<file path="config.mk">
export PLATFORM = sky130hd
export DESIGN_NAME = card_mem_seq
export DESIGN_NICKNAME = d
export VERILOG_FILES = /design/src/rtl/card_seq_pkg.sv /design/src/rtl/card_seq_sync.sv /design/src/rtl/card_seq_timregs.sv /design/src/rtl/card_seq_core.sv /design/src/rtl/card_mem_seq.sv
export SDC_FILE = /design/constraint.sdc
export NUM_CORES = 1
export LEC_CHECK = 0
export CAP_MARGIN = 20
export CORE_UTILIZATION = 35
export DETAILED_ROUTE_END_ITERATION = 12
export DONT_BUFFER_PORTS = 1
export GPL_TIMING_DRIVEN = 0
export MAX_ROUTING_LAYER = met4
export RECOVER_POWER = 25
export SETUP_SLACK_MARGIN = 0.05
export SLEW_MARGIN = 20
export SYNTH_ARGS = -nofsm -noshare
export SYNTH_HDL_FRONTEND = slang
export SYNTH_SLANG_ARGS = --single-unit
</file>
<file path="constraint.sdc">
create_clock -name clk -period 7 [get_ports clk]
set_clock_uncertainty 0.1 [all_clocks]
set_input_delay 0.7 -clock clk [delete_from_list [all_inputs] [get_ports clk]]
set_output_delay 0.7 -clock clk [all_outputs]
set_load 0.01 [all_outputs]
</file>
<file path="src/rtl/card_seq_pkg.sv">
package card_seq_pkg;

  localparam int PRE_W       = 2;
  localparam int CNT_FIELD_W = 6;
  localparam int TREG_W      = PRE_W + CNT_FIELD_W;
  localparam int MAX_SHIFT   = 4 * ((1 << PRE_W) - 1);
  localparam int LEN_W       = MAX_SHIFT + CNT_FIELD_W + 1;

  typedef enum logic [1:0] {
    PH_IDLE  = 2'd0,
    PH_SETUP = 2'd1,
    PH_CMD   = 2'd2,
    PH_RECOV = 2'd3
  } phase_e;

  // length = count << (4 * code) + 1  (multiplier 1, 16, 256, 4096)
  function automatic logic [LEN_W-1:0] phase_len(input logic [TREG_W-1:0] v);
    logic [LEN_W-1:0] cnt;
    cnt = LEN_W'(v[CNT_FIELD_W-1:0]);
    return (cnt << (4 * int'(v[TREG_W-1:CNT_FIELD_W]))) + LEN_W'(1);
  endfunction

endpackage

</file>
<file path="src/rtl/card_seq_sync.sv">
module card_seq_sync #(
  parameter int STAGES = 2
) (
  input  logic clk,
  input  logic rst_n,
  input  logic d,
  output logic q
);
  logic [STAGES-1:0] sh;

  always_ff @(posedge clk or negedge rst_n) begin
    if (!rst_n) sh <= '0;
    else        sh <= {sh[STAGES-2:0], d};
  end

  assign q = sh[STAGES-1];
endmodule

</file>
<file path="src/rtl/card_seq_timregs.sv">
module card_seq_timregs
  import card_seq_pkg::*;
#(
  parameter int          NSETS = 2,
  parameter logic [7:0]  BASE  = 8'h3A
) (
  input  logic              clk,
  input  logic              rst_n,
  input  logic              cfg_we,
  input  logic [7:0]        cfg_addr,
  input  logic [TREG_W-1:0] cfg_wdata,
  input  logic              set_sel,
  output logic [TREG_W-1:0] setup_reg,
  output logic [TREG_W-1:0] cmd_reg,
  output logic [TREG_W-1:0] recov_reg
);
  localparam int NPH = 3;

  function automatic logic [TREG_W-1:0] rst_val(input int ph);
    case (ph)
      0:       return TREG_W'(8'h01);
      1:       return TREG_W'(8'h06);
      default: return TREG_W'(8'h03);
    endcase
  endfunction

  logic [TREG_W-1:0] regs [NSETS][NPH];

  for (genvar s = 0; s < NSETS; s++) begin : g_set
    for (genvar p = 0; p < NPH; p++) begin : g_ph
      localparam logic [7:0] IDX = BASE + 8'(s * NPH + p);
      logic [TREG_W-1:0] q;
      always_ff @(posedge clk or negedge rst_n) begin
        if (!rst_n)                        q <= rst_val(p);
        else if (cfg_we && cfg_addr == IDX) q <= cfg_wdata;
      end
      assign regs[s][p] = q;
    end
  end

  always_comb begin
    setup_reg = regs[0][0];
    cmd_reg   = regs[0][1];
    recov_reg = regs[0][2];
    for (int s = 0; s < NSETS; s++) begin
      if (int'(set_sel) == s) begin
        setup_reg = regs[s][0];
        cmd_reg   = regs[s][1];
        recov_reg = regs[s][2];
      end
    end
  end
endmodule

</file>
<file path="src/rtl/card_seq_core.sv">
module card_seq_core
  import card_seq_pkg::*;
#(
  parameter int ADDR_W      = 26,
  parameter int DATA_W      = 16,
  parameter int WAIT_IGNORE = 2,
  parameter int WAIT_TAIL   = 2
) (
  input  logic              clk,
  input  logic              rst_n,
  input  logic              req,
  input  logic              req_write,
  input  logic              req_attr,
  input  logic [ADDR_W-1:0] req_addr,
  input  logic [DATA_W-1:0] req_wdata,
  input  logic [LEN_W-1:0]  len_s,
  input  logic [LEN_W-1:0]  len_c,
  input  logic [LEN_W-1:0]  len_r,
  input  logic              wait_s,
  input  logic [DATA_W-1:0] card_d_in,
  output logic              busy,
  output logic              done,
  output logic [DATA_W-1:0] rd_data,
  output logic [1:0]        card_ce_n,
  output logic              card_reg_n,
  output logic [ADDR_W-1:0] card_addr,
  output logic              card_oe_n,
  output logic              card_we_n,
  output logic [DATA_W-1:0] card_d_out,
  output logic              card_d_oe,
  output logic              accept,
  output logic              setup_end,
  output logic              cmd_end,
  output logic              recov_end,
  output logic              wait_q
);
  localparam int TAIL_W = (WAIT_TAIL < 2) ? 1 : $clog2(WAIT_TAIL + 1);

  phase_e            phase, phase_nx;
  logic [LEN_W-1:0]  elapsed, lat_s, lat_c, lat_r;
  logic [TAIL_W-1:0] tail;
  logic              lat_wr, lat_attr;
  logic [ADDR_W-1:0] lat_addr;
  logic [DATA_W-1:0] lat_wdata;

  assign accept    = (phase == PH_IDLE) && req;
  assign setup_end = (phase == PH_SETUP) && (elapsed >= lat_s);
  assign wait_q    = (phase == PH_CMD) && wait_s && (elapsed > LEN_W'(WAIT_IGNORE));
  assign cmd_end   = (phase == PH_CMD) && (elapsed >= lat_c) && !wait_q && (tail == '0);
  assign recov_end = (phase == PH_RECOV) && (elapsed >= lat_r);

  always_comb begin
    phase_nx = phase;
    case (phase)
      PH_IDLE:  if (accept)    phase_nx = PH_SETUP;
      PH_SETUP: if (setup_end) phase_nx = PH_CMD;
      PH_CMD:   if (cmd_end)   phase_nx = PH_RECOV;
      default:  if (recov_end) phase_nx = PH_IDLE;
    endcase
  end

  always_ff @(posedge clk or negedge rst_n) begin
    if (!rst_n) begin
      phase     <= PH_IDLE;
      elapsed   <= LEN_W'(1);
      tail      <= '0;
      done      <= 1'b0;
      rd_data   <= '0;
      lat_s     <= LEN_W'(1);
      lat_c     <= LEN_W'(1);
      lat_r     <= LEN_W'(1);
      lat_wr    <= 1'b0;
      lat_attr  <= 1'b0;
      lat_addr  <= '0;
      lat_wdata <= '0;
    end else begin
      phase <= phase_nx;
      done  <= recov_end;
      if (phase_nx != phase)  elapsed <= LEN_W'(1);
      else if (~&elapsed)     elapsed <= elapsed + LEN_W'(1);
      if (phase != PH_CMD)    tail <= '0;
      else if (wait_q)        tail <= TAIL_W'(WAIT_TAIL);
      else if (tail != '0)    tail <= tail - TAIL_W'(1);
      if (accept) begin
        lat_s     <= len_s;
        lat_c     <= len_c;
        lat_r     <= len_r;
        lat_wr    <= req_write;
        lat_attr  <= req_attr;
        lat_addr  <= req_addr;
        lat_wdata <= req_wdata;
      end
      if (cmd_end && !lat_wr) rd_data <= card_d_in;
    end
  end

  assign busy       = (phase != PH_IDLE);
  assign card_ce_n  = busy ? 2'b00 : 2'b11;
  assign card_reg_n = busy ? ~lat_attr : 1'b1;
  assign card_addr  = lat_addr;
  assign card_oe_n  = !((phase == PH_CMD) && !lat_wr);
  assign card_we_n  = !((phase == PH_CMD) && lat_wr);
  assign card_d_out = lat_wdata;
  assign card_d_oe  = busy && lat_wr;
endmodule

</file>
<file path="src/rtl/card_mem_seq.sv">
module card_mem_seq
  import card_seq_pkg::*;
#(
  parameter int ADDR_W = 26,
  parameter int DATA_W = 16
) (
  input  logic              clk,
  input  logic              rst_n,
  input  logic              cfg_we,
  input  logic [7:0]        cfg_addr,
  input  logic [7:0]        cfg_wdata,
  input  logic              req,
  input  logic              req_write,
  input  logic              req_attr,
  input  logic              req_set,
  input  logic [ADDR_W-1:0] req_addr,
  input  logic [DATA_W-1:0] req_wdata,
  output logic              busy,
  output logic              done,
  output logic [DATA_W-1:0] rd_data,
  output logic [1:0]        card_ce_n,
  output logic              card_reg_n,
  output logic [ADDR_W-1:0] card_addr,
  output logic              card_oe_n,
  output logic              card_we_n,
  output logic [DATA_W-1:0] card_d_out,
  output logic              card_d_oe,
  input  logic [DATA_W-1:0] card_d_in,
  input  logic              card_wait_n
);
  logic [TREG_W-1:0] setup_reg, cmd_reg, recov_reg;
  logic [LEN_W-1:0]  len_s, len_c, len_r;
  logic              wait_s;
  logic              accept, setup_end, cmd_end, recov_end, wait_q;

  card_seq_timregs #(.NSETS(2), .BASE(8'h3A)) timregs_i (
    .clk(clk), .rst_n(rst_n), .cfg_we(cfg_we), .cfg_addr(cfg_addr),
    .cfg_wdata(cfg_wdata), .set_sel(req_set),
    .setup_reg(setup_reg), .cmd_reg(cmd_reg), .recov_reg(recov_reg)
  );

  assign len_s = phase_len(setup_reg);
  assign len_c = phase_len(cmd_reg);
  assign len_r = phase_len(recov_reg);

  card_seq_sync #(.STAGES(2)) wait_sync_i (
    .clk(clk), .rst_n(rst_n), .d(~card_wait_n), .q(wait_s)
  );

  card_seq_core #(
    .ADDR_W(ADDR_W), .DATA_W(DATA_W), .WAIT_IGNORE(2), .WAIT_TAIL(2)
  ) core_i (
    .clk(clk), .rst_n(rst_n), .req(req), .req_write(req_write),
    .req_attr(req_attr), .req_addr(req_addr), .req_wdata(req_wdata),
    .len_s(len_s), .len_c(len_c), .len_r(len_r), .wait_s(wait_s),
    .card_d_in(card_d_in), .busy(busy), .done(done), .rd_data(rd_data),
    .card_ce_n(card_ce_n), .card_reg_n(card_reg_n), .card_addr(card_addr),
    .card_oe_n(card_oe_n), .card_we_n(card_we_n), .card_d_out(card_d_out),
    .card_d_oe(card_d_oe), .accept(accept), .setup_end(setup_end),
    .cmd_end(cmd_end), .recov_end(recov_end), .wait_q(wait_q)
  );
endmodule

</file>
==> summary.md, run 1 <==
| Metric | Value |
|---|---|
| FFs w/ async S/R, synth | `100%` |
| CP delay by family, top | `buffers and inverters` |
| Layout cells sized above 1 | `20.0%` |
| Area contributors post-synth | `dfrtp_1, mux2_2, ha_1` |
| CP max FO | `179` |
| CP Cell Sequence | `clkbuf_2` |
| Die Area | `28400 um^2` |
| Worst path max stage delay | `2.95 ns` |
| Tightest Pin Transition | `4.41 ns` |
| Pwr/cell area | `315 nW/um^2` |
| # diodes | `0` |
| DR pass1 iterations | `5` |
| Clock root cell | `clkbuf_16` |
| Syn nets | `1000` |
| Pleak | `4.93 nW` |
| Layout area overhead | `11.6%` |
| Vias per cell | `5.25` |
| Count of pins over their slew limit | `180` |
| WL per Instance | `18.2 um` |
| Syn Inst Count | `855` |
| Num Clock Sinks | `191` |
| Post-Syn Area per Cell | `11.4 um^2` |
| Htree depth | `4` |
| Largest area contributor in the netlist | `dfrtp_1` |
| Register area share after synthesis | `49.4%` |
| IR drop worst, VDD | `170 uV` |
| Dpl cell area | `10200 um^2` |
| # Max-Cap Violations | `1` |
| Antenna violations before repair | `0` |
| CP Data Arrival Time | `3.85 ns` |
| FMAX | `0.225 GHz` |
| CTS tree | `built` |
| Fin nets | `1021` |
| # hold bufs at CTS | `2` |
| Fillers | `2619` |
| Cell Area, Synth | `9720 um^2` |
| Worst path slowest cell | `clkbuf_2` |
| Die Span X | `169 um` |
| Yosys warns | `0` |
| Clock Latency Late Sink | `0.44 ns` |
| Die Span Y | `169 um` |
| Row cnt | `60` |
| Initial Util | `35.9%` |
| HPWL after DPL | `16300 um` |
| Yosys cell types | `55` |
| PostCTS Resize Cnt | `0` |
| GPL Wtd Cong | `0.860` |
| First-pass GRT wire length | `36300 um` |
| Initial DRC count | `309` |
| TritonCTS Buffers | `17` |
| Largest net degree at the start of global routing | `180` |
| Bufs and invs on worst path | `1` |
| Number of global-route vias before repair | `6544` |
| Util after Layout | `40.0%` |
| GRT Total Usage | `17.1%` |
| Clock-pin transition on the worst setup and hold timing paths | `0.07 ns` |
| Final design instance area without fill | `10800 um^2` |
| Min Tclk post-route | `4.44 ns` |
| Boundary pin count | `148` |
| Failing checks | `max-capacitance violations, max-slew violations` |
| WS Path Type | `input port to async pin` |
| Final period utilization | `63.5%` |
| Max_slew headroom | `-194%` |
| Synthesized flop and latch total | `191` |
| Final wirelength | `22900 um` |
| Final setup viols | `0` |
| Routed Antenna Nets | `0` |
| Clock buffer depth | `2` |
| Share of the synthesized area in the top cell type | `45.6%` |
| Final hold violations | `0` |
| RSZ-0062 raised after global routing | `false` |
| Hold crit path type | `input port to register` |
| Setup_tns | `0 ns` |
| Primary FF master, synth | `dfrtp_1` |
| Vias | `6621` |
| Status | `finished with violations` |
| Total core area | `27100 um^2` |
| Gr ovfl total | `0` |
| CP Capture Type | `async pin` |
| Setup crit start kind | `input port` |
| DRC viols | `0` |
| Post-synth EDFFs | `0` |
| Hold WS | `0.220 ns` |
| I/O Buffers | `0` |
| Setup bufs post-CTS | `0` |
| Crit path required time | `6.41 ns` |
worst reg2reg max path: stages, from the launching register on:
cell and delay, ns:
dfstp_2 0.57, inv_1 0.18, ha_1 0.34, nor2b_1 0.04, o21ai_0 0.30, a311oi_1 0.19, o41ai_1 0.59, nor4b_4 0.57
buf_6 0.23, mux2_2 0.34
registers in the layout, indices dropped and copies added (netlist names):
register                cells
core_i.lat_attr             1
core_i.phase                2
core_i.elapsed             19
core_i.done                 1
core_i.lat_wr               1
core_i.tail                 2
core_i.lat_c               19
core_i.card_addr           26
core_i.rd_data             16
wait_sync_i.sh              2
core_i.lat_r               19
core_i.lat_s               19
timregs_i.g_set.g_ph.q     48
core_i.card_d_out          16
kinds of logic (layout without fill, tap and decap cells):
kind of cell	Yosys count	in the layout	synth area share, %
buf+inv	98	132	4.15
xor+xnor	22	22	1.98
flops	191	191	49.4
fa+ha+maj	63	63	8.11
mux	151	151	17.1
simple gates	209	209	10.6
compound gates	121	121	8.64
layout make-up:
cell class                      instances  area [um^2]  share of cell area [%]
Timing Repair Buffer                    2         15.0                   0.138
Sequential cell                       191         4800                    44.2
Clock buffer                           22          464                    4.28
Buffer                                 32          155                    1.43
Tap cell                              372          465                    4.29
Inverter                               66          248                    2.29
Multi-Input combinational cell        566         4520                    41.7
Clock inverter                         10          179                    1.65
stage by stage:
stage          total power, mW  setup WS (ns)  cells
2_1_floorplan             2.14           4.38    855
3_3_place_gp              2.33           3.53   1227
3_5_place_dp              2.35           3.55   1227
4_1_cts                   3.45           3.44   1261
5_1_grt                   3.61           1.70   1261
6_report                  3.42           2.56   1261
final timing paths:
path / from / cells past startpoint / to / slack [ns]
max: rst_n / 1 / core_i.elapsed[16]$_DFFE_PN0P_ / 2.56
min: card_wait_n / 1 / wait_sync_i.sh[0]$_DFF_PN0_ / 0.22
max in group clk: core_i.elapsed[0]$_DFFE_PN1P_ / 9 / core_i.rd_data[11]$_DFFE_PN0P_ / 3.45
min reg2reg: wait_sync_i.sh[0]$_DFF_PN0_ / 0 / wait_sync_i.sh[1]$_DFF_PN0_ / 0.26
min in group asynchronous: rst_n / 1 / timregs_i.g_set[1].g_ph[1].q[2]$_DFFE_PN1P_ / 1.07
max reg2reg: core_i.elapsed[0]$_DFFE_PN1P_ / 9 / core_i.rd_data[11]$_DFFE_PN0P_ / 3.45
where the power goes:
part	switching, mW	internal (mW)
Sequential	0.257	1.36
Combinational	0.384	0.340
Clock	0.445	0.625
synth_stat cells, types with 5 or more instances:
library cell / instances
nor2_1: 45
nor3_1: 22
dfstp_2: 14
a21oi_1: 29
nand4_1: 10
dfrtp_1: 177
o31ai_1: 10
and3_1: 12
nand2_1: 54
mux2i_1: 30
a311oi_1: 6
inv_1: 66
o21ai_0: 21
a22o_1: 15
ha_1: 63
a32o_1: 5
xnor2_1: 12
nand3_1: 24
nor4_1: 25
a211oi_1: 7
clkbuf_1: 22
mux2_2: 121
xor2_1: 10
layout by cell type (no fill, tap or decap), types with 5 or more instances in the layout:
master     netlist  routed
xnor2_1         12      12
dfstp_2         14      14
xor2_1          10      10
o21ai_0         21      21
nor3_1          22      22
nor2_1          45      45
a21oi_1         29      29
nand3_1         24      24
a211oi_1         7       7
clkbuf_1        22      25
and3_1          12      12
a311oi_1         6       6
ha_1            63      63
mux2_2         121     121
nand4_1         10      10
nor4_1          25      25
a22o_1          15      15
mux2i_1         30      30
o31ai_1         10      10
inv_1           66      66
clkbuf_16        0      17
dfrtp_1        177     177
a32o_1           5       5
nand2_1         54      54
per-layer routing:
layer  part of all wire [%]  wire length (um)  global-route usage [%]  up-vias
li1                       -                 -                       -     3119
met1                     46             10700                    22.9     3268
met2                     46             10600                    25.9      204
met3                    5.6              1280                    3.65       30
met4                    1.6               359                    5.38        0
met5                      0                 0                       -        -
Power figures use the tool's default switching activity.
==> run 2: changes to the inputs <==
==> constraint.sdc (replaced) <==
create_clock -name clk -period 4.4 [get_ports clk]
set_clock_uncertainty 0.1 [all_clocks]
set_input_delay 0.44 -clock clk [delete_from_list [all_inputs] [get_ports clk]]
set_output_delay 0.44 -clock clk [all_outputs]
set_load 0.01 [all_outputs]
==> summary.md, run 2 (synthesis results as in run 1) <==
| Metric | Value |
|---|---|
| Num Clock Sinks | `191 (unchanged)` |
| Clock buffer depth | `2 (unchanged)` |
| Final wirelength | `22800 um (-0.53%)` |
| GRT Total Usage | `17.0% (-0.12 points)` |
| Routed Antenna Nets | `0 (unchanged)` |
| Count of pins over their slew limit | `0 (-100%)` |
| GPL Wtd Cong | `0.860 (unchanged)` |
| Final design instance area without fill | `10800 um^2 (about the same)` |
| Clock-pin transition on the worst setup and hold timing paths | `0.07 ns (about the same)` |
| Die Area | `28400 um^2 (unchanged)` |
| Gr ovfl total | `0 (unchanged)` |
| Setup crit start kind | `register` |
| Worst path max stage delay | `0.59 ns (-2.36 ns)` |
| Layout cells sized above 1 | `19.9% (-0.11 points)` |
| Die Span X | `169 um (unchanged)` |
| Hold crit path type | `input port to async pin` |
| Tightest Pin Transition | `0.927 ns (-3.48 ns)` |
| # hold bufs at CTS | `2 (unchanged)` |
| Clock root cell | `clkbuf_16` |
| Post-route setup slack | `0.837 ns (-1.72 ns)` |
| Final period utilization | `81.0%` |
| Switch share | `31.3% (-0.46 points)` |
| IR drop worst, VDD | `268 uV (+57%)` |
| Crit path required time | `4.62 ns (-1.79 ns)` |
| Initial DRC count | `293 (-5.2%)` |
| CP delay by family, top | `compound AO/OA/AOI/OAI gates` |
| Max_slew headroom | `37.9% (+230 points)` |
| DR pass1 iterations | `4 (-1)` |
| Vias | `6590 (-0.47%)` |
| CP Capture Type | `register` |
| Dpl cell area | `10200 um^2 (unchanged)` |
| Commonest non-fill, non-tap cell in the layout | `dfrtp_1` |
| # Max-Cap Violations | `0 (-1)` |
| # diodes | `0 (unchanged)` |
| Flop pwr share | `47.8% (+0.3 points)` |
| Number of global-route vias before repair | `6545 (+0.015%)` |
| Initial Util | `35.9% (unchanged)` |
| HPWL after DPL | `16300 um (unchanged)` |
| Bufs and invs on worst path | `2 (+1)` |
| Status | `finished with violations` |
| Setup bufs post-CTS | `0 (unchanged)` |
| Worst path slowest cell | `o41ai_1` |
| P_sw | `1.69 mW (+56%)` |
| TritonCTS Buffers | `17 (unchanged)` |
| Clock Latency Late Sink | `0.44 ns (about the same)` |
| DRC viols | `0 (unchanged)` |
| First-pass GRT wire length | `36200 um (-0.49%)` |
| WS Path Type | `register to register` |
| Pwr/cell area | `498 nW/um^2 (+58%)` |
| Clk pwr share | `31.4% (about the same)` |
| Placed cells | `1227 (unchanged)` |
| Layout area overhead | `11.6% (about the same)` |
| Pint | `3.71 mW (+59%)` |
| Row cnt | `60 (unchanged)` |
| WL per Instance | `18.1 um (-0.53%)` |
| CP Data Arrival Time | `3.79 ns (-0.06 ns)` |
| Pleak | `4.93 nW (about the same)` |
| Max reg flops | `48 (unchanged)` |
| Final hold violations | `190 (+190)` |
| Fin nets | `1021 (unchanged)` |
| Failing checks | `negative hold slack` |
| Htree depth | `4 (unchanged)` |
| CP Cell Sequence | `inv_1 -> ha_1 -> nor2b_1 -> o21ai_0 -> a311oi_1 -> o41ai_1 -> nor4b_4 -> buf_6 -> mux2_2` |
| CP max FO | `10 (-94%)` |
| Antenna violations before repair | `0 (unchanged)` |
| Vias per cell | `5.23 (-0.47%)` |
| Min Tclk post-route | `3.56 ns` |
| Largest net degree at the start of global routing | `192 (+6.7%)` |
| Finished Layout Cells | `1261 (unchanged)` |
| Total core area | `27100 um^2 (unchanged)` |
| Setup_tns | `0 ns (unchanged)` |
| DP Worst Slack | `0.953 ns (-2.60 ns)` |
| FMAX | `0.281 GHz` |
| RSZ-0062 raised after global routing | `false` |
| CTS tree | `built` |
| Final setup viols | `0 (unchanged)` |
| Hold WS | `-0.416 ns (-0.636 ns)` |
| Die Span Y | `169 um (unchanged)` |
| Commonest cells after routing, fill and taps aside | `dfrtp_1, mux2_2, inv_1` |
| Boundary pin count | `148 (unchanged)` |
| Biggest register | `timregs_i.g_set.g_ph.q` |
| Combinational power share | `20.8% (-0.4 points)` |
| I/O Buffers | `0 (unchanged)` |
==> run 2: cell type report <==
type | instances | area, um^2
Buffer | 32 | 155
Clock buffer | 22 | 464
Clock inverter | 10 | 179
Fill cell | 2614 | 16300
Inverter | 66 | 248
Multi-Input combinational cell | 566 | 4520
Sequential cell | 191 | 4800
Tap cell | 372 | 465
Timing Repair Buffer | 2 | 20.0
==> run 2: path summary, 6_finish.rpt <==
path                       slack, ns                          start  depth (start not counted)                               to
setup / recovery                0.84  core_i.elapsed[0]$_DFFE_PN1P_                          9    core_i.rd_data[8]$_DFFE_PN0P_
hold / removal                 -0.42                          rst_n                          0  core_i.card_addr[7]$_DFFE_PN0P_
setup reg to reg                0.84  core_i.elapsed[0]$_DFFE_PN1P_                          9    core_i.rd_data[8]$_DFFE_PN0P_
hold reg to reg                 0.26    wait_sync_i.sh[0]$_DFF_PN0_                          0      wait_sync_i.sh[1]$_DFF_PN0_
max in group asynchronous       4.17                          rst_n                          0    core_i.elapsed[0]$_DFFE_PN1P_
min in group clk                0.04                    req_addr[5]                          1  core_i.card_addr[5]$_DFFE_PN0P_
==> run 2: per-layer routing <==
| layer | up-vias | global-route usage (%) | wire [um] |
|---|---|---|---|
| met2 | 200 | 25.9 | 10600 |
| met5 | - | - | 0 |
| met3 | 32 | 3.48 | 1270 |
| met1 | 3238 | 22.7 | 10600 |
| met4 | 0 | 5.30 | 346 |
| li1 | 3120 | - | - |
==> run 2: worst reg2reg max path: stages, from the launching register on <==
cell	delay, ns
dfstp_2	0.57
inv_1	0.18
ha_1	0.34
nor2b_1	0.04
o21ai_0	0.30
a311oi_1	0.19
o41ai_1	0.59
nor4b_4	0.57
buf_6	0.23
mux2_2	0.34
==> run 2: power groups by stage <==
stage                     Clock, mW  Combinational (mW)  Sequential [mW]
after floorplan                   0               0.891             2.51
after global placement            0                1.09             2.61
after detailed placement          0                1.12             2.62
after CTS                      1.74                1.13             2.59
after global routing           1.80                1.28             2.63
final                          1.69                1.12             2.58
==> run 2: timing repair <==
item / 4_1_cts / 5_1_grt
endpoints found under the hold margin: 195 / 191
resized for setup: 0 / 0
endpoints found under the setup margin: 0 / 0
==> run 2: through the flow <==
| stage | total power, mW | hold slack (ns) | util [%] |
|---|---|---|---|
| after floorplan | 3.40 | 0.0444 | - |
| after global placement | 3.70 | 0.0506 | 37.6 |
| after detailed placement | 3.74 | 0.0503 | 37.6 |
| after CTS | 5.45 | -0.428 | 40.0 |
| after global routing | 5.71 | -0.438 | 40.0 |
| final | 5.40 | -0.416 | 40.0 |
==> run 3: changes to the inputs <==
==> constraint.sdc (replaced) <==
create_clock -name clk -period 3.2 [get_ports clk]
set_clock_uncertainty 0.1 [all_clocks]
set_input_delay 0.32 -clock clk [delete_from_list [all_inputs] [get_ports clk]]
set_output_delay 0.32 -clock clk [all_outputs]
set_load 0.01 [all_outputs]
==> summary.md, run 3 (synthesis results as in run 1) <==
| Metric | Value |
|---|---|
| CP max FO | `10 (unchanged)` |
| Gr ovfl total | `0 (unchanged)` |
| Setup crit start kind | `register` |
| Max_slew headroom | `38.2% (+0.27 points)` |
| Worst r2r path cells | `10 (+1)` |
| TritonCTS Buffers | `17 (unchanged)` |
| Bufs and invs on worst path | `3 (+1)` |
| Clock root cell | `clkbuf_16` |
| Setup_tns | `0 ns (unchanged)` |
| Routed Antenna Nets | `0 (unchanged)` |
| Final wirelength | `23800 um (+4.3%)` |
| Final design instance area without fill | `11600 um^2 (+6.8%)` |
| WS Path Type | `register to register` |
| CP Cell Sequence | `inv_1 -> ha_1 -> nor2b_1 -> o21ai_1 -> a311oi_2 -> o41ai_2 -> buf_4 -> nor4b_4 -> buf_6 -> mux2_2` |
| Worst path max stage delay | `0.57 ns (-0.02 ns)` |
| IR drop worst, VDD | `369 uV (+38%)` |
| Critical register-to-register path endpoint | `core_i.rd_data[8]$_DFFE_PN0P_` |
| Die Area | `28400 um^2 (unchanged)` |
| Htree depth | `4 (unchanged)` |
| Dpl cell area | `10200 um^2 (unchanged)` |
| Final hold violations | `191 (+0.53%)` |
| I/O Buffers | `0 (unchanged)` |
| Vias | `6889 (+4.5%)` |
| Clock-pin transition on the worst setup and hold timing paths | `0.08 ns (about the same)` |
| RSZ-0062 raised after global routing | `true` |
| GPL Wtd Cong | `0.860 (unchanged)` |
| Initial DRC count | `301 (+2.7%)` |
| Power Total | `7.57 mW (+40%)` |
| # Max-Cap Violations | `0 (unchanged)` |
| Largest net degree at the start of global routing | `192 (unchanged)` |
| DR pass1 iterations | `5 (+1)` |
| Reg-to-reg startpoint | `core_i.elapsed[0]$_DFFE_PN1P_` |
| Min Tclk post-route | `3.00 ns (-0.562 ns)` |
| GRT Total Usage | `17.7% (+0.71 points)` |
| Max reg flops | `48 (unchanged)` |
| Die Span Y | `169 um (unchanged)` |
| Final setup viols | `0 (unchanged)` |
| Hold WS | `-0.535 ns (-0.119 ns)` |
| CP Capture Type | `register` |
| Total core area | `27100 um^2 (unchanged)` |
| CP delay by family, top | `compound AO/OA/AOI/OAI gates` |
| Commonest cells after routing, fill and taps aside | `dfrtp_1, mux2_2, dlygate4sd3_1` |
| Row cnt | `60 (unchanged)` |
| Vias per cell | `5.17 (-1.0%)` |
| FMAX | `0.333 GHz (+19%)` |
| Crit path required time | `3.42 ns (-1.20 ns)` |
| Clock buffer depth | `2 (unchanged)` |
| Die Span X | `169 um (unchanged)` |
| R2r setup slk | `0.20 ns (-0.64 ns)` |
| Pwr/cell area | `653 nW/um^2 (+31%)` |
| DRC viols | `0 (unchanged)` |
| Pleak | `5.24 nW (+6.3%)` |
| Biggest register | `timregs_i.g_set.g_ph.q` |
| Worst path slowest cell | `dfstp_2` |
| Layout cells sized above 1 | `19.4% (-0.54 points)` |
| Count of pins over their slew limit | `0 (unchanged)` |
| Antenna violations before repair | `0 (unchanged)` |
| First-pass GRT wire length | `37700 um (+4.3%)` |
| Layout area overhead | `19.2%` |
| Status | `finished with violations` |
| Hold crit path type | `input port to async pin` |
| WL per Instance | `17.9 um (-1.2%)` |
| Failing checks | `negative hold slack` |
| Boundary pin count | `148 (unchanged)` |
| # hold bufs at CTS | `70 (+68)` |
| Initial Util | `35.9% (unchanged)` |
| Final period utilization | `93.8% (+13 points)` |
| Clock Latency Late Sink | `0.44 ns (about the same)` |
| Number of global-route vias before repair | `6886 (+5.2%)` |
| CTS tree | `built` |
| # diodes | `0 (unchanged)` |
| Fin nets | `1092 (+7.0%)` |
| Num Clock Sinks | `191 (unchanged)` |
| Tightest Pin Transition | `0.923 ns (-0.00398 ns)` |
| HPWL after DPL | `16300 um (unchanged)` |
| CP Data Arrival Time | `3.22 ns (-0.57 ns)` |
| Commonest non-fill, non-tap cell in the layout | `dfrtp_1` |
[run 3: cell types whose count changed in the layout (fill, tap and decap cells not counted), sizes merged]
cell	change
dlygate4sd3	+68
buf	+2
clkbuf	+1
[run 3: power breakdown]
group | leakage (nW) | switching (mW) | total (mW) | internal (mW)
Combinational | 2.45 | 0.843 | 1.67 | 0.828
Clock | 0.309 | 0.971 | 2.34 | 1.37
Sequential | 2.47 | 0.573 | 3.56 | 2.98
Total | 5.24 | 2.39 | 7.57 | 5.18
[run 3: final cells by class]
cell class	instances	area [um^2]
plain buffers	32	160
clock buffers	22	464
clock inverters	10	179
fillers	2541	15500
inverters	66	248
multi-input cells	566	4550
flip-flops and latches	191	4800
well taps	372	465
repair buffers	73	723
[run 3: through the flow]
step / worst slack [ns] / instances / hold slack, ns / utilization, %
floorplan: 0.579 / 855 / -0.0756 / -
global placement: -0.270 / 1227 / -0.0694 / 37.6
detailed placement: -0.247 / 1227 / -0.0697 / 37.6
CTS: 0.0516 / 1331 / -0.548 / 42.6
global route: 0.0318 / 1332 / -0.558 / 42.8
finish: 0.199 / 1332 / -0.535 / 42.8
[run 3: worst reg2reg max path, cell delays in order (launching register included)]
cell      delay, ns
dfstp_2        0.57
inv_1          0.18
ha_1           0.34
nor2b_1        0.04
o21ai_1        0.23
a311oi_2       0.17
o41ai_2        0.29
buf_4          0.17
nor4b_4        0.25
buf_6          0.20
mux2_2         0.35
[run 3: repair_timing]
action | in CTS | in global routing
gates cloned | 0 | 0
pin swaps | 0 | 2
gates resized for setup | 2 | 9
setup endpoints to repair | 30 | 26
hold endpoints to repair | 303 | 191
buffers inserted | 2 | 1
[run 3: how the worst max path moves through the flow]
| stage | slack [ns] | endpoint | depth (start not counted) | from |
|---|---|---|---|---|
| CTS | 0.05 | core_i.elapsed[11]$_DFFE_PN0P_ | 10 | core_i.elapsed[0]$_DFFE_PN1P_ |
| detailed placement | -0.25 | core_i.rd_data[11]$_DFFE_PN0P_ | 9 | core_i.elapsed[0]$_DFFE_PN1P_ |
| floorplan | 0.58 | core_i.rd_data[10]$_DFFE_PN0P_ | 9 | core_i.elapsed[0]$_DFFE_PN1P_ |
| global route | 0.03 | core_i.elapsed[12]$_DFFE_PN0P_ | 10 | core_i.elapsed[0]$_DFFE_PN1P_ |
| global placement | -0.27 | core_i.rd_data[9]$_DFFE_PN0P_ | 9 | core_i.elapsed[0]$_DFFE_PN1P_ |
| finish | 0.20 | core_i.rd_data[8]$_DFFE_PN0P_ | 10 | core_i.elapsed[0]$_DFFE_PN1P_ |
[run 3: routing by layer]
layer / vias up / global-route usage, % / routed length, um
met5: - / - / 0
met4: 0 / 5.30 / 301
met3: 24 / 3.18 / 1170
met2: 207 / 27.7 / 11300
met1: 3392 / 23.5 / 11000
li1: 3266 / - / -
